**src/rtl/pio_pkg.sv**
```systemverilog
package pio_pkg;

    typedef enum logic [3:0] {
        ST_IDLE,
        ST_RD_STREAM,
        ST_WR_DATA,
        ST_WR_INV,
        ST_WR_ACK,
        ST_WR_SAMPLE,
        ST_PULSE_MASK,
        ST_PULSE_RUN,
        ST_CFG_SEL,
        ST_CFG_POL,
        ST_CFG_MODE,
        ST_REG_READ,
        ST_HALT
    } pio_state_e;

    localparam logic [7:0] CMD_STREAM  = 8'hF5;
    localparam logic [7:0] CMD_WRITE   = 8'h5A;
    localparam logic [7:0] CMD_PULSE   = 8'hA5;
    localparam logic [7:0] CMD_CLR_ACT = 8'hC3;
    localparam logic [7:0] CMD_CONFIG  = 8'h3C;
    localparam logic [7:0] CMD_REGRD   = 8'h69;

    localparam logic [7:0] RSP_ACK  = 8'hAA;
    localparam logic [7:0] RSP_IDLE = 8'hFF;

endpackage

```
**src/rtl/pio_crc16.sv**
```systemverilog
module pio_crc16 #(
    parameter logic [15:0] POLY_REFL = 16'hA001
) (
    input  logic [15:0] crc_in,
    input  logic [7:0]  data_in,
    output logic [15:0] crc_out
);
    always_comb begin
        logic [15:0] c;
        c = crc_in ^ {8'h00, data_in};
        for (int b = 0; b < 8; b++) begin
            if (c[0]) c = (c >> 1) ^ POLY_REFL;
            else      c = c >> 1;
        end
        crc_out = c;
    end
endmodule

```
**src/rtl/pio_sense.sv**
```systemverilog
module pio_sense #(
    parameter int NPIO = 2
) (
    input  logic            clk,
    input  logic            rst_n,
    input  logic [NPIO-1:0] pin_in,
    input  logic            act_clr,
    input  logic [NPIO-1:0] sel,
    input  logic [NPIO-1:0] pol,
    input  logic            mode_and,
    output logic [NPIO-1:0] pin_s,
    output logic [NPIO-1:0] act,
    output logic            cond
);
    logic [NPIO-1:0] sync1_q, sync2_q, prev_q, act_q;
    logic [NPIO-1:0] match;

    always_ff @(posedge clk or negedge rst_n) begin
        if (!rst_n) begin
            sync1_q <= '1;
            sync2_q <= '1;
            prev_q  <= '1;
            act_q   <= '0;
        end else begin
            sync1_q <= pin_in;
            sync2_q <= sync1_q;
            prev_q  <= sync2_q;
            if (act_clr) act_q <= '0;
            else         act_q <= act_q | (sync2_q ^ prev_q);
        end
    end

    assign match = sel & ~(act_q ^ pol);

    always_comb begin
        if (sel == '0)     cond = 1'b0;
        else if (mode_and) cond = ((match | ~sel) == '1);
        else               cond = |match;
    end

    assign pin_s = sync2_q;
    assign act   = act_q;

    AST_ACT_STICKY: assert property (@(posedge clk) disable iff (!rst_n)
        !act_clr |=> ((act_q & $past(act_q)) == $past(act_q)));
    AST_COND_NEEDS_SEL: assert property (@(posedge clk) disable iff (!rst_n)
        (sel == '0) |-> !cond);
endmodule

```
**src/rtl/pio_pulse.sv**
```systemverilog
module pio_pulse #(
    parameter int NPIO      = 2,
    parameter int PULSE_LEN = 64
) (
    input  logic            clk,
    input  logic            rst_n,
    input  logic            start,
    input  logic            abort,
    input  logic [NPIO-1:0] mask_in,
    output logic            active,
    output logic [NPIO-1:0] mask
);
    localparam int TW = $clog2(PULSE_LEN + 1);
    localparam logic [TW-1:0] LEN_C = TW'(PULSE_LEN);

    logic [TW-1:0]   cnt_q;
    logic [NPIO-1:0] mask_q;

    always_ff @(posedge clk or negedge rst_n) begin
        if (!rst_n) begin
            cnt_q  <= '0;
            mask_q <= '0;
        end else if (abort) begin
            cnt_q  <= '0;
        end else if (start) begin
            cnt_q  <= LEN_C;
            mask_q <= mask_in;
        end else if (cnt_q != '0) begin
            cnt_q  <= cnt_q - 1'b1;
        end
    end

    assign active = (cnt_q != '0);
    assign mask   = active ? mask_q : '0;

    AST_PULSE_STARTS: assert property (@(posedge clk) disable iff (!rst_n)
        (start && !abort) |=> active);
    AST_PULSE_ABORTS: assert property (@(posedge clk) disable iff (!rst_n)
        abort |=> !active);
endmodule

```
**src/rtl/pio_access_unit.sv**
```systemverilog
module pio_access_unit
    import pio_pkg::*;
#(
    parameter int NPIO        = 2,
    parameter int BLOCK_BYTES = 32,
    parameter int PULSE_LEN   = 64
) (
    input  logic            clk,
    input  logic            rst_n,
    input  logic            bus_rst,
    input  logic            rx_valid,
    input  logic [7:0]      rx_byte,
    input  logic            tx_req,
    output logic            tx_valid,
    output logic [7:0]      tx_byte,
    input  logic [NPIO-1:0] pin_in,
    output logic [NPIO-1:0] pin_drive_low,
    output logic            cond_out
);
    localparam int CW = $clog2(BLOCK_BYTES + 2);
    localparam logic [CW-1:0] BLK_C    = CW'(BLOCK_BYTES);
    localparam logic [CW-1:0] REG_LAST = CW'(4);

    pio_state_e state_q, state_d;

    logic [NPIO-1:0] olat_q, sel_q, pol_q;
    logic            mode_q;
    logic [7:0]      data_q, samp_q;
    logic [15:0]     crc_q, crc_nx;
    logic [CW-1:0]   bcnt_q;
    logic [NPIO-1:0] pin_s, act;
    logic            pulse_on;
    logic [NPIO-1:0] pulse_mask;
    logic [7:0]      status, resp;
    logic [3:0]      lo;
    logic            pair_ok, pulse_start, act_clr;

    // status byte: synced pins in low nibble, complement in high nibble
    always_comb begin
        lo = '0;
        lo[NPIO-1:0] = pin_s;
        status = {~lo, lo};
    end

    assign pair_ok     = (rx_byte == ~data_q);
    assign pulse_start = (state_q == ST_PULSE_MASK) && rx_valid && !bus_rst
                         && (rx_byte[NPIO-1:0] != '0);
    assign act_clr     = (state_q == ST_IDLE) && rx_valid && !bus_rst
                         && (rx_byte == CMD_CLR_ACT);

    pio_crc16 u_crc (
        .crc_in  (crc_q),
        .data_in (status),
        .crc_out (crc_nx)
    );

    pio_sense #(.NPIO(NPIO)) u_sense (
        .clk      (clk),
        .rst_n    (rst_n),
        .pin_in   (pin_in),
        .act_clr  (act_clr),
        .sel      (sel_q),
        .pol      (pol_q),
        .mode_and (mode_q),
        .pin_s    (pin_s),
        .act      (act),
        .cond     (cond_out)
    );

    pio_pulse #(.NPIO(NPIO), .PULSE_LEN(PULSE_LEN)) u_pulse (
        .clk     (clk),
        .rst_n   (rst_n),
        .start   (pulse_start),
        .abort   (bus_rst),
        .mask_in (rx_byte[NPIO-1:0]),
        .active  (pulse_on),
        .mask    (pulse_mask)
    );

    assign pin_drive_low = ~olat_q | pulse_mask;

    // state register
    always_ff @(posedge clk or negedge rst_n) begin
        if (!rst_n) state_q <= ST_IDLE;
        else        state_q <= state_d;
    end

    // next state
    always_comb begin
        state_d = state_q;
        if (bus_rst) begin
            state_d = ST_IDLE;
        end else begin
            unique case (state_q)
                ST_IDLE: if (rx_valid) begin
                    unique case (rx_byte)
                        CMD_STREAM: state_d = ST_RD_STREAM;
                        CMD_WRITE:  state_d = ST_WR_DATA;
                        CMD_PULSE:  state_d = ST_PULSE_MASK;
                        CMD_CONFIG: state_d = ST_CFG_SEL;
                        CMD_REGRD:  state_d = ST_REG_READ;
                        default:    state_d = ST_HALT;
                    endcase
                end
                ST_RD_STREAM:  state_d = ST_RD_STREAM;
                ST_WR_DATA:    if (rx_valid) state_d = ST_WR_INV;
                ST_WR_INV:     if (rx_valid) state_d = pair_ok ? ST_WR_ACK : ST_HALT;
                ST_WR_ACK:     if (tx_req) state_d = ST_WR_SAMPLE;
                ST_WR_SAMPLE:  if (tx_req) state_d = ST_WR_DATA;
                ST_PULSE_MASK: if (rx_valid)
                                   state_d = (rx_byte[NPIO-1:0] != '0) ? ST_PULSE_RUN : ST_HALT;
                ST_PULSE_RUN:  if (!pulse_on) state_d = ST_HALT;
                ST_CFG_SEL:    if (rx_valid) state_d = ST_CFG_POL;
                ST_CFG_POL:    if (rx_valid) state_d = ST_CFG_MODE;
                ST_CFG_MODE:   if (rx_valid) state_d = ST_HALT;
                ST_REG_READ:   state_d = ST_REG_READ;
                ST_HALT:       state_d = ST_HALT;
                default:       state_d = ST_IDLE;
            endcase
        end
    end

    // response byte selection
    always_comb begin
        resp = RSP_IDLE;
        unique case (state_q)
            ST_RD_STREAM: begin
                if (bcnt_q < BLK_C)       resp = status;
                else if (bcnt_q == BLK_C) resp = ~crc_q[7:0];
                else                      resp = ~crc_q[15:8];
            end
            ST_WR_ACK:    resp = RSP_ACK;
            ST_WR_SAMPLE: resp = samp_q;
            ST_REG_READ: begin
                unique case (bcnt_q)
                    CW'(0):  begin resp = '0; resp[NPIO-1:0] = act;   end
                    CW'(1):  begin resp = '0; resp[NPIO-1:0] = sel_q; end
                    CW'(2):  begin resp = '0; resp[NPIO-1:0] = pol_q; end
                    CW'(3):  resp = {7'b0, mode_q};
                    default: resp = RSP_IDLE;
                endcase
            end
            default: resp = RSP_IDLE;
        endcase
    end

    // outputs and datapath registers
    always_ff @(posedge clk or negedge rst_n) begin
        if (!rst_n) begin
            tx_valid <= 1'b0;
            tx_byte  <= RSP_IDLE;
            olat_q   <= '1;
            sel_q    <= '0;
            pol_q    <= '0;
            mode_q   <= 1'b0;
            data_q   <= '0;
            samp_q   <= '0;
            crc_q    <= '0;
            bcnt_q   <= '0;
        end else begin
            tx_valid <= tx_req;
            if (tx_req) tx_byte <= resp;
            if (bus_rst) begin
                bcnt_q <= '0;
                crc_q  <= '0;
            end else begin
                unique case (state_q)
                    ST_IDLE: begin
                        bcnt_q <= '0;
                        crc_q  <= '0;
                    end
                    ST_RD_STREAM: if (tx_req) begin
                        if (bcnt_q < BLK_C) begin
                            crc_q  <= crc_nx;
                            bcnt_q <= bcnt_q + 1'b1;
                        end else if (bcnt_q == BLK_C) begin
                            bcnt_q <= bcnt_q + 1'b1;
                        end else begin
                            crc_q  <= '0;
                            bcnt_q <= '0;
                        end
                    end
                    ST_WR_DATA:  if (rx_valid) data_q <= rx_byte;
                    ST_WR_INV:   if (rx_valid && pair_ok) olat_q <= data_q[NPIO-1:0];
                    ST_WR_ACK:   if (tx_req) samp_q <= status;
                    ST_CFG_SEL:  if (rx_valid) sel_q  <= rx_byte[NPIO-1:0];
                    ST_CFG_POL:  if (rx_valid) pol_q  <= rx_byte[NPIO-1:0];
                    ST_CFG_MODE: if (rx_valid) mode_q <= rx_byte[0];
                    ST_REG_READ: if (tx_req && bcnt_q != REG_LAST) bcnt_q <= bcnt_q + 1'b1;
                    default: ;
                endcase
            end
        end
    end

    AST_TX_PER_REQ: assert property (@(posedge clk) disable iff (!rst_n)
        tx_req |=> tx_valid);
    AST_NO_SPURIOUS_TX: assert property (@(posedge clk) disable iff (!rst_n)
        !tx_req |=> !tx_valid);
    AST_STREAM_BOUND: assert property (@(posedge clk) disable iff (!rst_n)
        (state_q == ST_RD_STREAM) |-> (bcnt_q <= BLK_C + 1'b1));
    AST_BAD_PAIR_HOLDS: assert property (@(posedge clk) disable iff (!rst_n)
        (state_q == ST_WR_INV && rx_valid && !bus_rst && !pair_ok) |=> $stable(pin_drive_low));
    AST_RST_RELEASES: assert property (@(posedge clk) disable iff (!rst_n)
        bus_rst |=> (pin_drive_low == ~olat_q));
    AST_ACK_BYTE: assert property (@(posedge clk) disable iff (!rst_n)
        (state_q == ST_WR_ACK && tx_req) |=> (tx_byte == RSP_ACK));
endmodule

```
**config.mk**
```make
export PLATFORM = sky130hd
export DESIGN_NAME = pio_access_unit
export DESIGN_NICKNAME = d
export VERILOG_FILES = /design/src/rtl/pio_pkg.sv /design/src/rtl/pio_crc16.sv /design/src/rtl/pio_sense.sv /design/src/rtl/pio_pulse.sv /design/src/rtl/pio_access_unit.sv
export SDC_FILE = /design/constraint.sdc
export NUM_CORES = 1
export LEC_CHECK = 0
export ABC_AREA = 1
export CAP_MARGIN = 20
export CORE_ASPECT_RATIO = 1.25
export CORE_MARGIN = 10
export CORE_UTILIZATION = 50
export CTS_BUF_LIST = sky130_fd_sc_hd__clkbuf_2 sky130_fd_sc_hd__clkbuf_4 sky130_fd_sc_hd__clkbuf_8
export DETAILED_ROUTE_END_ITERATION = 8
export PLACE_DENSITY = 0.69
export SYNTH_ARGS = -nofsm -noshare
export SYNTH_HDL_FRONTEND = slang
export SYNTH_SLANG_ARGS = --single-unit
```
**constraint.sdc**
```tcl
create_clock -name clk -period 2 [get_ports clk]
set_input_delay 0.3 -clock clk [delete_from_list [all_inputs] [get_ports clk]]
set_output_delay 0.3 -clock clk [all_outputs]
set_load 0.01 [all_outputs]
```
Word-level counts from Yosys, hierarchy flattened

Cells that the tools add are included.

Input bits: 15
Flip-flop bits (word level): 73
Memories: 0
RAM bits: 0
ROM bits: 0
Word-level logic and storage cells: 154
Latch bits: 0

Shift-type cells: 0
Div/mod/pow operators: 0
$mul: 0
Add/sub/neg operators: 2
Bitwise operators: 23
$lt $le $gt $ge: 1
Mux-type cells: 45
Reductions and logical operators: 28
Equal/unequal tests: 38

Operator list:

| kind               | number |
|---|---|
| $mux 16            | 12 |
| $pmux 8 s4         | 2 |
| $mux 4             | 13 |
| $pmux 4 s13        | 1 |
| $ne 3x3->1 const B | 12 |
| $pmux 16 s2        | 1 |
| $mux 6             | 5 |
| $eq 8x8->1 const B | 3 |
| $not 2->3          | 8 |
| $not 8->8          | 3 |
| $reduce_and 3->1   | 8 |
| $mux 7             | 3 |
| $eq 4x4->1 const B | 5 |
| $pmux 4 s5         | 1 |
| $pmux 6 s3         | 1 |
| $eq 4x3->1 const B | 4 |
| $eq 8x7->1 const B | 2 |
| $mux 8             | 2 |
| $xor 16x8->16      | 1 |
| $eq 6x2->1 const B | 2 |
| $reduce_and 10->1  | 1 |
| $eq 4x2->1 const B | 2 |
| $eq 8x6->1 const B | 1 |
| $eq 8x8->1         | 1 |
| 28 further kinds   | 43 |

Depth between registers and ports, before layout

Word-level depth: 22
Depth in mapped cells: 13
Gate-level depth less buffers: 13

Hierarchy

A second synthesis with hierarchy kept.

Cell total of the unflattened synthesis: 627
Area total of the unflattened synthesis: 4739.5 um^2

By module, submodules not included:

| module          | sequential area each (um^2) | area each (um^2) | cells each | instances |
|---|---|---|---|---|
| pio_access_unit | 1388.8                      | 3467.1           | 462        | 1 |
| pio_pulse       | 225.2                       | 486.7            | 63         | 1 |
| pio_crc16       | 0.0                         | 445.4            | 65         | 1 |
| pio_sense       | 207.7                       | 340.3            | 37         | 1 |

Worst setup path after synthesis

OpenSTA, ideal clock, no wires.

Kind: register -> register
From: reg u_pulse.cnt_q[0]
To: reg state_q[3]
Required time: 1917 ps
Data arrival time: 1612 ps
Setup slack: 305 ps
Stages on the path, launching flop included: 11
Clock period less this slack: 1695 ps
Cells stage by stage: dfrtp_1 > inv_1 > ha_1 > nand4_1 > nor2_1 > inv_1 > nand2_1 > o211ai_1 > nor3_1 > nand2_1 > o21ai_0

Word-level cells in the longest chain between the ends: 3

RTL lines:

| what                               | line                  | source |
|---|---|---|
| from (decl)                        | pio_pulse.sv:16       | `logic [TW-1:0] cnt_q;` |
| from (signal assigned)             | pio_pulse.sv:29       | `cnt_q <= cnt_q - 1'b1;` |
| $reduce_bool 7->1                  | pio_pulse.sv:33       | `assign active = (cnt_q != '0);` |
| $ne 3x3->1 (no source line)        | -                     |  |
| $reduce_and 10->1 (no source line) | -                     |  |
| to (signal assigned)               | pio_access_unit.sv:85 | `else state_q <= state_d;` |
| to (decl)                          | pio_access_unit.sv:24 | `pio_state_e state_q, state_d;` |

Every way passes these cells.
A chain may end at the register's enable or synchronous reset.

Worst setup path after layout

From: reg pol_q[1]
To: out cond_out

Word-level cells in the longest chain between the ends: 7
Elaborated cells between the ends (all ways): 8
Those cells by class: eq/ne (1); mux (2); bitwise (4); reduce/logical (1)

RTL lines:

| what                   | line                   | source |
|---|---|---|
| from (decl)            | pio_access_unit.sv:26  | `logic [NPIO-1:0] olat_q, sel_q, pol_q;` |
| from (signal assigned) | pio_access_unit.sv:187 | `ST_CFG_POL: if (rx_valid) pol_q <= rx_byte[NPIO-1:0];` |
| $xor 2x2->2 *          | pio_sense.sv:33        | `assign match = sel & ~(act_q ^ pol);` |
| $not 2->2 *            | pio_sense.sv:33        |  |
| $and 2x2->2 *          | pio_sense.sv:33        |  |
| $or 2x2->2             | pio_sense.sv:37        | `else if (mode_and) cond = ((match \| ~sel) == '1);` |
| $eq 2x2->1             | pio_sense.sv:37        |  |
| $mux 1 *               | pio_sense.sv:37        |  |
| $mux 1 *               | pio_sense.sv:36        | `if (sel == '0) cond = 1'b0;` |
| to (decl)              | pio_access_unit.sv:18  | `output logic cond_out` |

Every way passes the cells marked *; elsewhere a longest branch is shown, timed or not.

==> results.sh <==
export IMPL_synth_edff_count=0
export IMPL_synth_simple_area_share_pct=25.55
export IMPL_hold_violations=0
export IMPL_start_util_pct=50.72
export IMPL_total_power_mw=5.608
export IMPL_cts_sinks=72
export IMPL_die_y_microns=121.6
export IMPL_top_layer="met4"
export IMPL_setup_viol=0
export IMPL_synthTopCellsByArea="dfrtp_1, dfstp_2, nand2_1"
export IMPL_cp_max_fo=3
export IMPL_ys_types=37
export IMPL_period_share_pct=93.07
export IMPL_grt_pass1_vias=3747
export IMPL_synth_xor_area_share_pct=4.662
export IMPL_drtAntennaViolNets=0
export IMPL_synth_seq_area_share_pct=44.08
export IMPL_overflow=0
export IMPL_cts_root_buf="clkbuf_8"
export IMPL_yosysMostFrequentCell="nand2_1"
export IMPL_syn_nets=545
export IMPL_diodes=0
export IMPL_critPathArrivalTime_ns=1.56
export IMPL_htreeDepth=3
export IMPL_port_buffers=26
export IMPL_syn2layout_area_growth_pct=20.47
export IMPL_clk_path_buf_depth=2
export IMPL_dr_wl_met2_microns=5300
export IMPL_via_count=3766
export IMPL_clock_latency_ns=0.35
export IMPL_fp_dieW_microns=101.3
export IMPL_pwr_density_cell_nw_per_um2=1127
export IMPL_clk_pin_slew_ns=0.08
export IMPL_critPathKind="reg2out"
export IMPL_drt_met1_wl_microns=4429
export IMPL_min_period_ns=1.861
export IMPL_max_freq_mhz=537.2
export IMPL_drt_vias_per_instance=5.442
export IMPL_syn_area_sq_um=4133
export IMPL_yosys_most_used_dff="dfrtp_1"
export IMPL_p_leak_nw=2.289
export IMPL_grt_max_degree=73
export IMPL_hold_path_class="in2reg"
export IMPL_design_core_area_sq_um=8148
export IMPL_outcome="completed"
export IMPL_place_gp_congestion=0.9336
export IMPL_skew_ns=0.01401
export IMPL_cap_violations=0
export IMPL_synth_compound_area_share_pct=15.20
export IMPL_drv_slew=0
export IMPL_fp_row_count=37
export IMPL_track_usage_pct=17.34
export IMPL_synthAdderAreaFrac_pct=1.514
export IMPL_drt_pre_antenna_iters=4
export IMPL_grt_pass1_wl_microns=17360
export IMPL_die_area_sq_um=12320
export IMPL_worstSetupEndpointType="output pin"
export IMPL_avgSynthCellArea_sq_um=7.872
export IMPL_dpl_hpwl_microns=7832
export IMPL_drive_above_1_share_pct=18.32
export IMPL_yosysTopAreaCell="dfrtp_1"
export IMPL_routed_wl_microns=10410
export IMPL_ios=27
export IMPL_yosysWarnings=0
export IMPL_ys_top_cells_by_count="nand2_1, inv_1, dfrtp_1"
export IMPL_antenna_found_initial=0
export IMPL_crit_required_ns=1.70
export IMPL_synth_top_family_by_area="simple AND/OR/NAND/NOR gates"
export IMPL_slew_headroom_pct=73.65
export IMPL_routed_wl_met3_microns=376
export IMPL_ys_ff_latch=72
export IMPL_cts_tree="done"
export IMPL_tightest_slew_ns=0.3952
export IMPL_cp_start_kind="flip-flop"
export IMPL_drc=0
export IMPL_netlist_instances=525
export IMPL_yosysTopAreaCellShare_pct=33.91
export IMPL_drtIter0Drc=261
export IMPL_async_reset_ff_share_pct=100.0
export IMPL_wl_per_cell_microns=15.04
export IMPL_muxShareOfSynthArea_pct=0
export IMPL_fin_nets=610
export IMPL_ir_drop_v=0.0005726
export IMPL_tns_ns=0
export IMPL_numCtsBuffers=9
==> flip-flops by register name, indices dropped and copies added (netlist names), 4 cells and up <==
register,flops
data_q,8
tx_byte,8
crc_q,16
u_pulse.cnt_q,7
state_q,4
bcnt_q,6
samp_q,5
==> final timing paths <==
| path | startpoint | end | slack [ns] | cells past startpoint |
|---|---|---|---|---|
| setup / recovery | pol_q[1] | cond_out | 0.14 | 4 |
| hold / removal | pin_in[1] | u_sense.sync1_q[1] | 0.36 | 1 |
| setup reg to reg | state_q[2] | tx_byte[4] | 0.16 | 11 |
| hold reg to reg | u_sense.sync1_q[0] | u_sense.pin_s[0] | 0.36 | 0 |
| max in group asynchronous | rst_n | u_sense.sync1_q[1] | 1.15 | 3 |
| min in group asynchronous | rst_n | data_q[7] | 0.48 | 3 |
==> stage by stage <==
step           area, sq um  cells  util, %  hold WS (ns)  setup WS [ns]
3_5_place_dp          4687    669    57.52        0.3472        0.04139
4_1_cts               4941    688    60.64        0.3389      -0.002321
2_1_floorplan         4133    525        -      0.004409         0.3052
6_report              4979    692    61.10        0.3559         0.1387
3_3_place_gp          4687    669    57.52        0.3454       0.002664
5_1_grt               4979    692    61.10        0.3474      -0.002228
==> critical path: stages, from the launching register on <==
cell and delay [ns]:
dfrtp_1 0.42, xor2_1 0.18, a221o_1 0.31, a22oi_1 0.15
clkbuf_2 0.16
==> power breakdown <==
group          switching, mW  total (mW)  internal, mW
combinational           1.33        2.26         0.924
sequential             0.252        2.06          1.80
clock                  0.573        1.30         0.723
total                   2.16        5.61          3.45
==> metal layers <==
metal | global-route usage (%) | up-vias
li1 | - | 1862
met1 | 19.97 | 1788
met2 | 29.81 | 91
met3 | 3.228 | 25
met4 | 8.901 | 0
met5 | 0 | -
==> final cells by class <==
class / count / area (sq um)
sequential: 72 / 1823
multi-input combinational: 359 / 1963
fill: 744 / 3169
timing repair buffer: 61 / 518.0
clock buffer: 10 / 131.4
inverter: 87 / 329.1
tap: 97 / 121.4
clock inverter: 6 / 92.59
==> cell usage in the layout, fill, tap and decap left out, drive strengths merged <==
cell type      count
a211oi             2
a21o               1
a21oi             17
a221o              1
a22oi              1
a31oi              4
a41oi              1
buf               36
bufinv             2
clkbuf            12
clkdlybuf4s50     22
clkinv             1
clkinvlp           2
dfrtp             56
dfstp             16
dlygate4sd3        1
ha                 5
inv               88
nand2            111
nand3             42
nand4             15
nor2              50
nor3              15
nor4               2
o211ai             4
o21a               1
o21ai             45
o21bai             1
o221ai             1
o22ai             18
xnor2              7
xor2              15
==> kinds of logic after synthesis <==
group,Yosys count
xor gates and xnor gates,22
AOI/OAI and AO/OA,97
adders and majority gates,5
buffers and inverters,94
and+or+nand+nor,235
DFF,72
==> what timing repair did <==
item / 4_1_cts / 5_1_grt
setup buffers: 2 / 4
pin swaps: 2 / 1
hold buffers: 1 / 0
setup endpoints to repair: 3 / 26
hold endpoints to repair: 52 / 0
gates cloned: 0 / 0
gates resized for setup: 10 / 12
No activity file was read; power rests on OpenSTA's default activity.
